$ cat src/rtl/irq_elig_pkg.sv
package irq_elig_pkg;

  localparam int unsigned OP_W   = 4;
  localparam int unsigned CTRL_W = 4;

  typedef enum logic [OP_W-1:0] {
    OP_PEND_SET  = 4'd0,
    OP_PEND_CLR  = 4'd1,
    OP_EN_SET    = 4'd2,
    OP_EN_CLR    = 4'd3,
    OP_ACT_SET   = 4'd4,
    OP_ACT_CLR   = 4'd5,
    OP_TRIG_LOAD = 4'd6,
    OP_GRP_LOAD  = 4'd7,
    OP_MOD_LOAD  = 4'd8
  } wr_op_e;

  // bit 3 security disable, bit 2 secure g1, bit 1 non-secure g1, bit 0 g0
  typedef struct packed {
    logic sec_dis;
    logic en_g1s;
    logic en_g1ns;
    logic en_g0;
  } ctrl_t;

  // indices of the plain per-bit state fields
  localparam int unsigned F_EN       = 0;
  localparam int unsigned F_ACT      = 1;
  localparam int unsigned F_TRIG     = 2;
  localparam int unsigned F_GRP      = 3;
  localparam int unsigned F_MOD      = 4;
  localparam int unsigned NUM_FIELDS = 5;

endpackage

$ cat src/rtl/irq_wr_decode.sv
module irq_wr_decode
  import irq_elig_pkg::*;
(
  input  logic                  wr_en,
  input  logic [OP_W-1:0]       wr_op,
  output logic                  pend_set,
  output logic                  pend_clr,
  output logic [NUM_FIELDS-1:0] set_stb,
  output logic [NUM_FIELDS-1:0] clr_stb,
  output logic [NUM_FIELDS-1:0] load_stb
);

  always_comb begin
    pend_set = 1'b0;
    pend_clr = 1'b0;
    set_stb  = '0;
    clr_stb  = '0;
    load_stb = '0;
    if (wr_en) begin
      case (wr_op)
        OP_PEND_SET:  pend_set         = 1'b1;
        OP_PEND_CLR:  pend_clr         = 1'b1;
        OP_EN_SET:    set_stb[F_EN]    = 1'b1;
        OP_EN_CLR:    clr_stb[F_EN]    = 1'b1;
        OP_ACT_SET:   set_stb[F_ACT]   = 1'b1;
        OP_ACT_CLR:   clr_stb[F_ACT]   = 1'b1;
        OP_TRIG_LOAD: load_stb[F_TRIG] = 1'b1;
        OP_GRP_LOAD:  load_stb[F_GRP]  = 1'b1;
        OP_MOD_LOAD:  load_stb[F_MOD]  = 1'b1;
        default: ;
      endcase
    end
  end

endmodule

$ cat src/rtl/irq_bitreg.sv
module irq_bitreg #(
  parameter int unsigned WIDTH = 32
) (
  input  logic             clk,
  input  logic             rst_n,
  input  logic             set_stb,
  input  logic             clr_stb,
  input  logic             load_stb,
  input  logic [WIDTH-1:0] data,
  output logic [WIDTH-1:0] q
);

  logic [WIDTH-1:0] q_r, q_nxt;
  logic             upd;

  assign upd = set_stb | clr_stb | load_stb;

  always_comb begin
    q_nxt = q_r;
    if (load_stb)     q_nxt = data;
    else if (set_stb) q_nxt = q_r | data;
    else if (clr_stb) q_nxt = q_r & ~data;
  end

  always_ff @(posedge clk or negedge rst_n) begin
    if (!rst_n)   q_r <= '0;
    else if (upd) q_r <= q_nxt;
  end

  assign q = q_r;

  // a load leaves exactly the written word
  a_r7_load_takes: assert property (@(posedge clk) disable iff (!rst_n)
    load_stb |=> (q_r == $past(data)));
  // cleared bits read zero afterwards
  a_r7_clear_takes: assert property (@(posedge clk) disable iff (!rst_n)
    (clr_stb && !load_stb && !set_stb) |=> ((q_r & $past(data)) == '0));
  // without a strobe the word holds
  a_r7_hold: assert property (@(posedge clk) disable iff (!rst_n)
    !upd |=> $stable(q_r));

endmodule

$ cat src/rtl/irq_pend_latch.sv
module irq_pend_latch #(
  parameter int unsigned WIDTH = 32
) (
  input  logic             clk,
  input  logic             rst_n,
  input  logic [WIDTH-1:0] irq_in,
  input  logic [WIDTH-1:0] trig_edge,
  input  logic [WIDTH-1:0] sw_set,
  input  logic [WIDTH-1:0] sw_clr,
  output logic [WIDTH-1:0] in_q,
  output logic [WIDTH-1:0] latch
);

  logic [WIDTH-1:0] in_r, latch_r, latch_nxt, rise;
  logic             latch_upd;

  assign rise      = irq_in & ~in_r & trig_edge;
  // edge detection outranks a software clear in the same cycle
  assign latch_nxt = (latch_r & ~sw_clr) | sw_set | rise;
  assign latch_upd = (|sw_set) | (|sw_clr) | (|rise);

  always_ff @(posedge clk or negedge rst_n) begin
    if (!rst_n) in_r <= '0;
    else        in_r <= irq_in;
  end

  always_ff @(posedge clk or negedge rst_n) begin
    if (!rst_n)         latch_r <= '0;
    else if (latch_upd) latch_r <= latch_nxt;
  end

  assign in_q  = in_r;
  assign latch = latch_r;

  // a rising edge on an edge-mode line leaves its latch set
  a_r3_edge_sets: assert property (@(posedge clk) disable iff (!rst_n)
    (|rise) |=> ((latch_r & $past(rise)) == $past(rise)));
  // level-mode lines never raise the latch by themselves
  a_r3_level_no_latch: assert property (@(posedge clk) disable iff (!rst_n)
    1'b1 |=> ((latch_r & ~$past(latch_r) & ~$past(trig_edge) & ~$past(sw_set)) == '0));

endmodule

$ cat src/rtl/irq_group_gate.sv
module irq_group_gate
  import irq_elig_pkg::*;
#(
  parameter int unsigned WIDTH = 32
) (
  input  ctrl_t            ctrl,
  input  logic [WIDTH-1:0] grp,
  input  logic [WIDTH-1:0] modif,
  output logic [WIDTH-1:0] gmask
);

  logic [WIDTH-1:0] mod_eff;

  always_comb begin
    mod_eff = ctrl.sec_dis ? '0 : modif;
    gmask   = '0;
    if (ctrl.en_g1ns) gmask = gmask | grp;
    if (ctrl.en_g1s)  gmask = gmask | (~grp & mod_eff);
    if (ctrl.en_g0)   gmask = gmask | (~grp & ~mod_eff);
  end

endmodule

$ cat src/rtl/irq_elig_unit.sv
module irq_elig_unit
  import irq_elig_pkg::*;
#(
  parameter int unsigned NUM_IRQ = 32
) (
  input  logic               clk,
  input  logic               rst_n,
  input  logic [NUM_IRQ-1:0] irq_in,
  input  logic               wr_en,
  input  logic [3:0]         wr_op,
  input  logic [NUM_IRQ-1:0] wr_data,
  input  logic               ctrl_we,
  input  logic [3:0]         ctrl_data,
  output logic [NUM_IRQ-1:0] elig_mask
);

  logic                               pend_set, pend_clr;
  logic [NUM_FIELDS-1:0]              set_stb, clr_stb, load_stb;
  logic [NUM_FIELDS-1:0][NUM_IRQ-1:0] fld_q;
  logic [NUM_IRQ-1:0] en_v, act_v, trig_v, grp_v, mod_v;
  logic [NUM_IRQ-1:0] in_q, latch_v, pend_v, gmask, elig_nxt, elig_q;
  ctrl_t              ctrl_q, ctrl_nxt;

  irq_wr_decode u_dec (
    .wr_en    (wr_en),
    .wr_op    (wr_op),
    .pend_set (pend_set),
    .pend_clr (pend_clr),
    .set_stb  (set_stb),
    .clr_stb  (clr_stb),
    .load_stb (load_stb)
  );

  for (genvar k = 0; k < NUM_FIELDS; k++) begin : g_field
    irq_bitreg #(.WIDTH(NUM_IRQ)) u_reg (
      .clk      (clk),
      .rst_n    (rst_n),
      .set_stb  (set_stb[k]),
      .clr_stb  (clr_stb[k]),
      .load_stb (load_stb[k]),
      .data     (wr_data),
      .q        (fld_q[k])
    );
  end

  assign en_v   = fld_q[F_EN];
  assign act_v  = fld_q[F_ACT];
  assign trig_v = fld_q[F_TRIG];
  assign grp_v  = fld_q[F_GRP];
  assign mod_v  = fld_q[F_MOD];

  irq_pend_latch #(.WIDTH(NUM_IRQ)) u_pend (
    .clk       (clk),
    .rst_n     (rst_n),
    .irq_in    (irq_in),
    .trig_edge (trig_v),
    .sw_set    (pend_set ? wr_data : '0),
    .sw_clr    (pend_clr ? wr_data : '0),
    .in_q      (in_q),
    .latch     (latch_v)
  );

  irq_group_gate #(.WIDTH(NUM_IRQ)) u_gate (
    .ctrl  (ctrl_q),
    .grp   (grp_v),
    .modif (mod_v),
    .gmask (gmask)
  );

  // control word next state and register
  assign ctrl_nxt = ctrl_we ? ctrl_t'(ctrl_data) : ctrl_q;

  always_ff @(posedge clk or negedge rst_n) begin
    if (!rst_n) ctrl_q <= '0;
    else        ctrl_q <= ctrl_nxt;
  end

  // eligibility next state and register
  assign pend_v   = latch_v | (~trig_v & in_q);
  assign elig_nxt = pend_v & en_v & ~act_v & gmask;

  always_ff @(posedge clk or negedge rst_n) begin
    if (!rst_n) elig_q <= '0;
    else        elig_q <= elig_nxt;
  end

  assign elig_mask = elig_q;

  // nothing active in the previous cycle is offered now
  a_r4_active_blocks: assert property (@(posedge clk) disable iff (!rst_n)
    1'b1 |=> ((elig_q & $past(act_v)) == '0));
  // nothing disabled in the previous cycle is offered now
  a_r4_disabled_blocks: assert property (@(posedge clk) disable iff (!rst_n)
    1'b1 |=> ((elig_q & ~$past(en_v)) == '0));
  // with all groups off the mask empties
  a_r6_all_groups_off: assert property (@(posedge clk) disable iff (!rst_n)
    (!ctrl_q.en_g0 && !ctrl_q.en_g1s && !ctrl_q.en_g1ns) |=> (elig_q == '0));
  // security disable leaves group-0 bits reachable only via bit 0
  a_r5_secdis_collapse: assert property (@(posedge clk) disable iff (!rst_n)
    (ctrl_q.sec_dis && !ctrl_q.en_g0) |=> ((elig_q & ~$past(grp_v)) == '0));
  // a load leaves the control word equal to the data
  a_r9_ctrl_load: assert property (@(posedge clk) disable iff (!rst_n)
    ctrl_we |=> (ctrl_q == $past(ctrl_data)));

endmodule

$ cat config.mk
export PLATFORM = sky130hd
export DESIGN_NAME = irq_elig_unit
export DESIGN_NICKNAME = d
export VERILOG_FILES = /design/src/rtl/irq_elig_pkg.sv /design/src/rtl/irq_wr_decode.sv /design/src/rtl/irq_bitreg.sv /design/src/rtl/irq_pend_latch.sv /design/src/rtl/irq_group_gate.sv /design/src/rtl/irq_elig_unit.sv
export SDC_FILE = /design/constraint.sdc
export NUM_CORES = 1
export LEC_CHECK = 0
export BUFFER_PORTS_ARGS = -buffer_cell sky130_fd_sc_hd__buf_4
export CAP_MARGIN = 5
export CORE_ASPECT_RATIO = 1.5
export CORE_UTILIZATION = 55
export DETAILED_ROUTE_END_ITERATION = 6
export PLACE_DENSITY = 0.75
export SLEW_MARGIN = 20
export SYNTH_ARGS = -nofsm -noshare
export SYNTH_HDL_FRONTEND = slang
export SYNTH_SLANG_ARGS = --single-unit
$ cat constraint.sdc
create_clock -name clk -period 2.3 [get_ports clk]
set_input_delay 0.115 -clock clk [delete_from_list [all_inputs] [get_ports clk]]
set_output_delay 0.115 -clock clk [all_outputs]
set_load 0.02 [all_outputs]
After elaboration in Yosys (flattened, before gate mapping)
Cells that the tools add are included.

Register bits after elaboration: 260. Bits of input ports: 76. Output and inout bits: 32.

Equal/unequal tests: 8. Multiplexer cells: 24. Bitwise gates (word level): 29. Reductions and logical operators: 8.

Operator list (number): $and 32x32->32 (11); $mux 32 (10); $not 32->32 (7); $or 32x32->32 (7); $reduce_or 32->1 (3); $eq 4x3->1 const B (4); $mux 1 (11); $eq 4x2->1 const B (2); $eq 4x1->1 const B (1); $eq 4x4->1 const B (1); $logic_not 4->1 (1); $mux 2 (2); $or 1x1->1 (4); $reduce_and 2->1 (2); $reduce_bool 2->1 (2); $mux 3 (1).

Logic depth before layout (Yosys ltp)
Depth in word-level cells: 8. Gate-level depth with buffers: 5.

Hierarchy
Synthesis repeated with hierarchy kept, for this count alone.

Cells, all modules: 1139. Area total of the unflattened synthesis: 12533.3 um^2.

Modules (own cells, without submodules): irq_bitreg (times used 5, cells each 108, area an instance 1326.3 um^2); irq_pend_latch (times used 1, cells each 192, area an instance 2442.3 um^2); irq_elig_unit (times used 1, cells each 238, area an instance 2093.3 um^2); irq_group_gate (times used 1, cells each 145, area an instance 1222.4 um^2); irq_wr_decode (times used 1, cells each 24, area an instance 143.9 um^2).

Worst setup path after synthesis
No wires, ideal clock.

Path type: register -> register. From: register ctrl_q[3] (netlist bit). To: register elig_q[22], in the netlist elig_mask[22]. Arrival: 1232 ps. Data required time: 2175 ps. Path slack: 943 ps. Stages on the path, launching flop included: 6. Period minus slack after synthesis: 1357 ps. Path through: dfrtp_1 -> buf_2 -> clkbuf_1 -> and3b_1 -> a211oi_1 -> a2111oi_0.

Cells in the longest elaborated chain, start to end: 7. Elaborated cells between the ends (all ways): 9.

RTL lines: start, declared (line irq_elig_unit.sv:22) `ctrl_t ctrl_q, ctrl_nxt;`; start signal, assigned (line irq_elig_unit.sv:75) `else ctrl_q <= ctrl_nxt;`; $mux 32 (*) (line irq_group_gate.sv:15) `mod_eff = ctrl.sec_dis ? '0 : modif;`; $and 32x32->32 (line irq_group_gate.sv:18) `if (ctrl.en_g1s) gmask = gmask | (~grp & mod_eff);`; $or 32x32->32 (line irq_group_gate.sv:18); $mux 32 (line irq_group_gate.sv:18); $or 32x32->32 (line irq_group_gate.sv:19) `if (ctrl.en_g0) gmask = gmask | (~grp & ~mod_eff);`; $mux 32 (*) (line irq_group_gate.sv:19); $and 32x32->32 (*) (line irq_elig_unit.sv:80) `assign elig_nxt = pend_v & en_v & ~act_v & gmask;`; via elig_nxt[22] (line irq_elig_unit.sv:21) `logic [NUM_IRQ-1:0] in_q, latch_v, pend_v, gmask, elig_nxt, elig_q;`; end signal, assigned (line irq_elig_unit.sv:84) `else elig_q <= elig_nxt;`; end, declared (line irq_elig_unit.sv:21).

The timed path passes the listed nets; every way through them passes the cells marked *. A chain may end at the register's enable or synchronous reset.

Worst setup path after layout
From: register ctrl_q[3] (netlist bit). To: register elig_q[15], in the netlist elig_mask[15].

The elaborated chain is that of the path after synthesis.

==> results.md <==
* Outcome: finished clean
* Final Util at 70.2%
* Critical path class: flip-flop to flip-flop
* DP Cell Count at 1,238
* Hold WS at 144 ps
* Max Fclk at 518 MHz
* Post-CTS Setup Inserts at 0
* Yosys warnings at 0
* Global router's overall resource usage at 24.4%
* Post-route DRC at 0
* Layout area overhead at 24.8%
* CTS tree: built
* Mapped Cells at 901
* Sequential-to-total area share from yosys stat at 58.2%
* Overall die width at 118 um
* Worst-path fanout max at 38
* Final WS setup at 371 ps
* Slew HR at 55.4%
* Fin Setup TNS at 0 ps
* Final min period at 1930 ps
* Placement Setup Slack at 367 ps
* Count of cell types in the netlist at 29
* Sw power at 3.15 mW
* GPL Wtd Cong at 0.751
* Initial DRC count at 404
* ANT cells at 0
* Post-cts resize count at 0
* Largest net degree at the start of global routing at 68
* Post-route ant nets at 0
* # rows at 63
* Port bufs at 107
* Seq. cell area at 6510 um2
* Leak at 6.30 nW
* Register bit total from synthesis at 260
* Worst skew pair latency at 530 ps
* Antenna violations before repair at 0
* Bufs on Longest Clock Path at 3
* Sw Ratio at 25.5%
* Die area at 20,900 um2
* Share of layout cells above drive strength 1 at 29.9%
* Clock Skews at 10.6 ps
* Hold Fails Final Rpt at 0
* Vias in the first global route at 8,094
* Actual slew at the worst max-slew pin at 652 ps
* Pre-antenna DRT Iters at 4
* DP Area at 12,300 um2
* Initial Util at 56.2%
* FILL cells at 1,452
* First-pass GRT wire length at 40,800 um
* Final cell count without fillers at 1,358
* Synth Net Count at 977
* Final max-slew violation count at 0
* Clock power share at 35.2%
* Final worst-path cycle share at 83.9%
* Final setup vio count at 0
* Post-Layout Inst Area at 13,900 um2
* Routed len/inst at 18.0 um
* Multi-input logic area at 4320 um2
* Htree depth at 1
* Num CTS Buffers at 25
* Via density at 5.65
* Total power at 12.4 mW
* Routed WL at 24,400 um
* Root buffer cell: clkbuf_16
* Pint at 9.21 mW
* Core box area at 19,900 um2
* Number of nets in the layout at 1,155
* RSZ-0062 raised after global routing: no
* Critical path launch point type: flip-flop
* PD cells at 887 nW/um2
* CTS Sinks at 260
* Share of power burned in combinational logic at 16.3%
* Total number of vias at 7,674
* Placed wire-length estimate at 14,800 um
* Netlist Area Pre-Place at 11,200 um2
* Clock transition at path regs at 70 ps
* Crit. End Element: flip-flop
* Max_cap viols at 0
* HP Class: input port to asynchronous set/reset pin
* Grt total ovfl at 0
* Chip Height at 177 um
* Worst Path Arrival at 2280 ps
* Part of the power in registers at 48.5%
* Syn_area_per_cell at 12.4 um2
* Ports at 108
* Worst EP required at 2660 ps
* Worst vdd ir at 0.644 mV
what timing repair did:
action | CTS | global route
hold endpoints to repair | 328 | 0
hold buffers | 74 | 0
setup endpoints to repair | 0 | 0
final cells by class:
class                      instances  share of cell area [%]
clock inverter                     8                   0.880
clock buffer                      38                    5.48
inverter                          34                   0.915
multi-input combinational        556                    31.0
tap                              260                    2.33
sequential                       260                    46.7
timing repair buffer             202                    12.7
worst paths after layout:
path                                       start                      endpoint  slack, ps  cells after the start
max in group asynchronous                  rst_n  u_pend.latch[18]$_DFFE_PN0P_       1500                      3
min                                        rst_n     u_pend.in_q[13]$_DFF_PN0_        140                      2
max reg2reg                ctrl_q[3]$_DFFE_PN0P_       elig_mask[15]$_DFF_PN0_        370                      4
min in group clk                        wr_op[0]  u_pend.latch[21]$_DFFE_PN0P_        210                      3
min reg2reg                            flip-flop                     flip-flop        480                      1
max                        ctrl_q[3]$_DFFE_PN0P_       elig_mask[15]$_DFF_PN0_        370                      4
cells in the mapped netlist:
cell type / n / area share [%]
dfrtp_1: 260 / 58
mux2_2: 150 / 15
nand2_1: 67 / 2.3
nand2b_1: 64 / 3.6
a21oi_1: 62 / 2.8
inv_1: 34 / 1.1
a2111oi_0: 32 / 2.5
a211oi_1: 32 / 2.2
and3b_1: 32 / 2.5
and3_1: 30 / 1.7
nand3b_1: 30 / 2.0
clkbuf_1: 29 / 0.97
o21ai_0: 25 / 1.1
mux2_1: 13 / 1.3
buf_2: 12 / 0.54
buf_4: 6 / 0.40
o21ai_1: 6 / 0.27
buf_6: 3 / 0.30
a21boi_0: 2 / 0.13
a311o_1: 2 / 0.18
nor4bb_1: 2 / 0.18
and4_1: 1 / 0.078
clkbuf_2: 1 / 0.045
nand4_1: 1 / 0.056
nor2_1: 1 / 0.034
nor2b_1: 1 / 0.056
nor3b_1: 1 / 0.067
nor4b_1: 1 / 0.078
nor4b_4: 1 / 0.21
worst max-delay path, cell delays in order, from the launching register on:
cell and delay (ps):
dfrtp_2 600, buf_4 380, nand2b_1 150, a211oi_1 70
a2111oi_0 540
power by group through the flow:
stage	sequential, mW	clock, mW	combinational (mW)
detailed placement	6.06	0	1.92
finish	5.99	4.35	2.02
global placement	6.03	0	1.86
CTS	5.99	4.43	2.05
floorplan	6.00	0	1.17
global route	6.10	4.59	2.23
cells in the final DEF, fill, tap and decap left out, drive strengths merged:
| cell | netlist | layout |
|---|---|---|
| dfrtp | 260 | 260 |
| mux2 | 163 | 163 |
| buf | 21 | 128 |
| dlygate4sd3 | 0 | 74 |
| nand2 | 67 | 67 |
| nand2b | 64 | 64 |
| a21oi | 62 | 62 |
| clkbuf | 30 | 38 |
| inv | 34 | 35 |
| and3b | 32 | 32 |
| a211oi | 32 | 32 |
| a2111oi | 32 | 32 |
| o21ai | 31 | 31 |
| and3 | 30 | 30 |
| nand3b | 30 | 30 |
| clkinv | 0 | 4 |
| bufinv | 0 | 3 |
| a21boi | 2 | 2 |
| a311o | 2 | 2 |
| nor4bb | 2 | 2 |
| nor4b | 2 | 2 |
| nor3b | 1 | 1 |
| nor2b | 1 | 1 |
| nand4 | 1 | 1 |
| and4 | 1 | 1 |
| nor2 | 1 | 1 |
logic make-up after synthesis:
group	count (synthesis)	share of synthesized area [%]
AO/OA/AOI/OAI	161	9.14
buffers and inverters	85	3.40
flip-flops	260	58.2
multiplexers	163	16.4
AND/OR/NAND/NOR	232	12.8
per-layer routing:
layer,share of wire (%),GRT usage (%),vias up
met5,0,0,-
met4,2.7,8.49,0
met3,4.2,2.52,48
met2,51,43.1,159
met1,42,31.3,3895
li1,-,-,3572
Power figures use the tool's default switching activity.
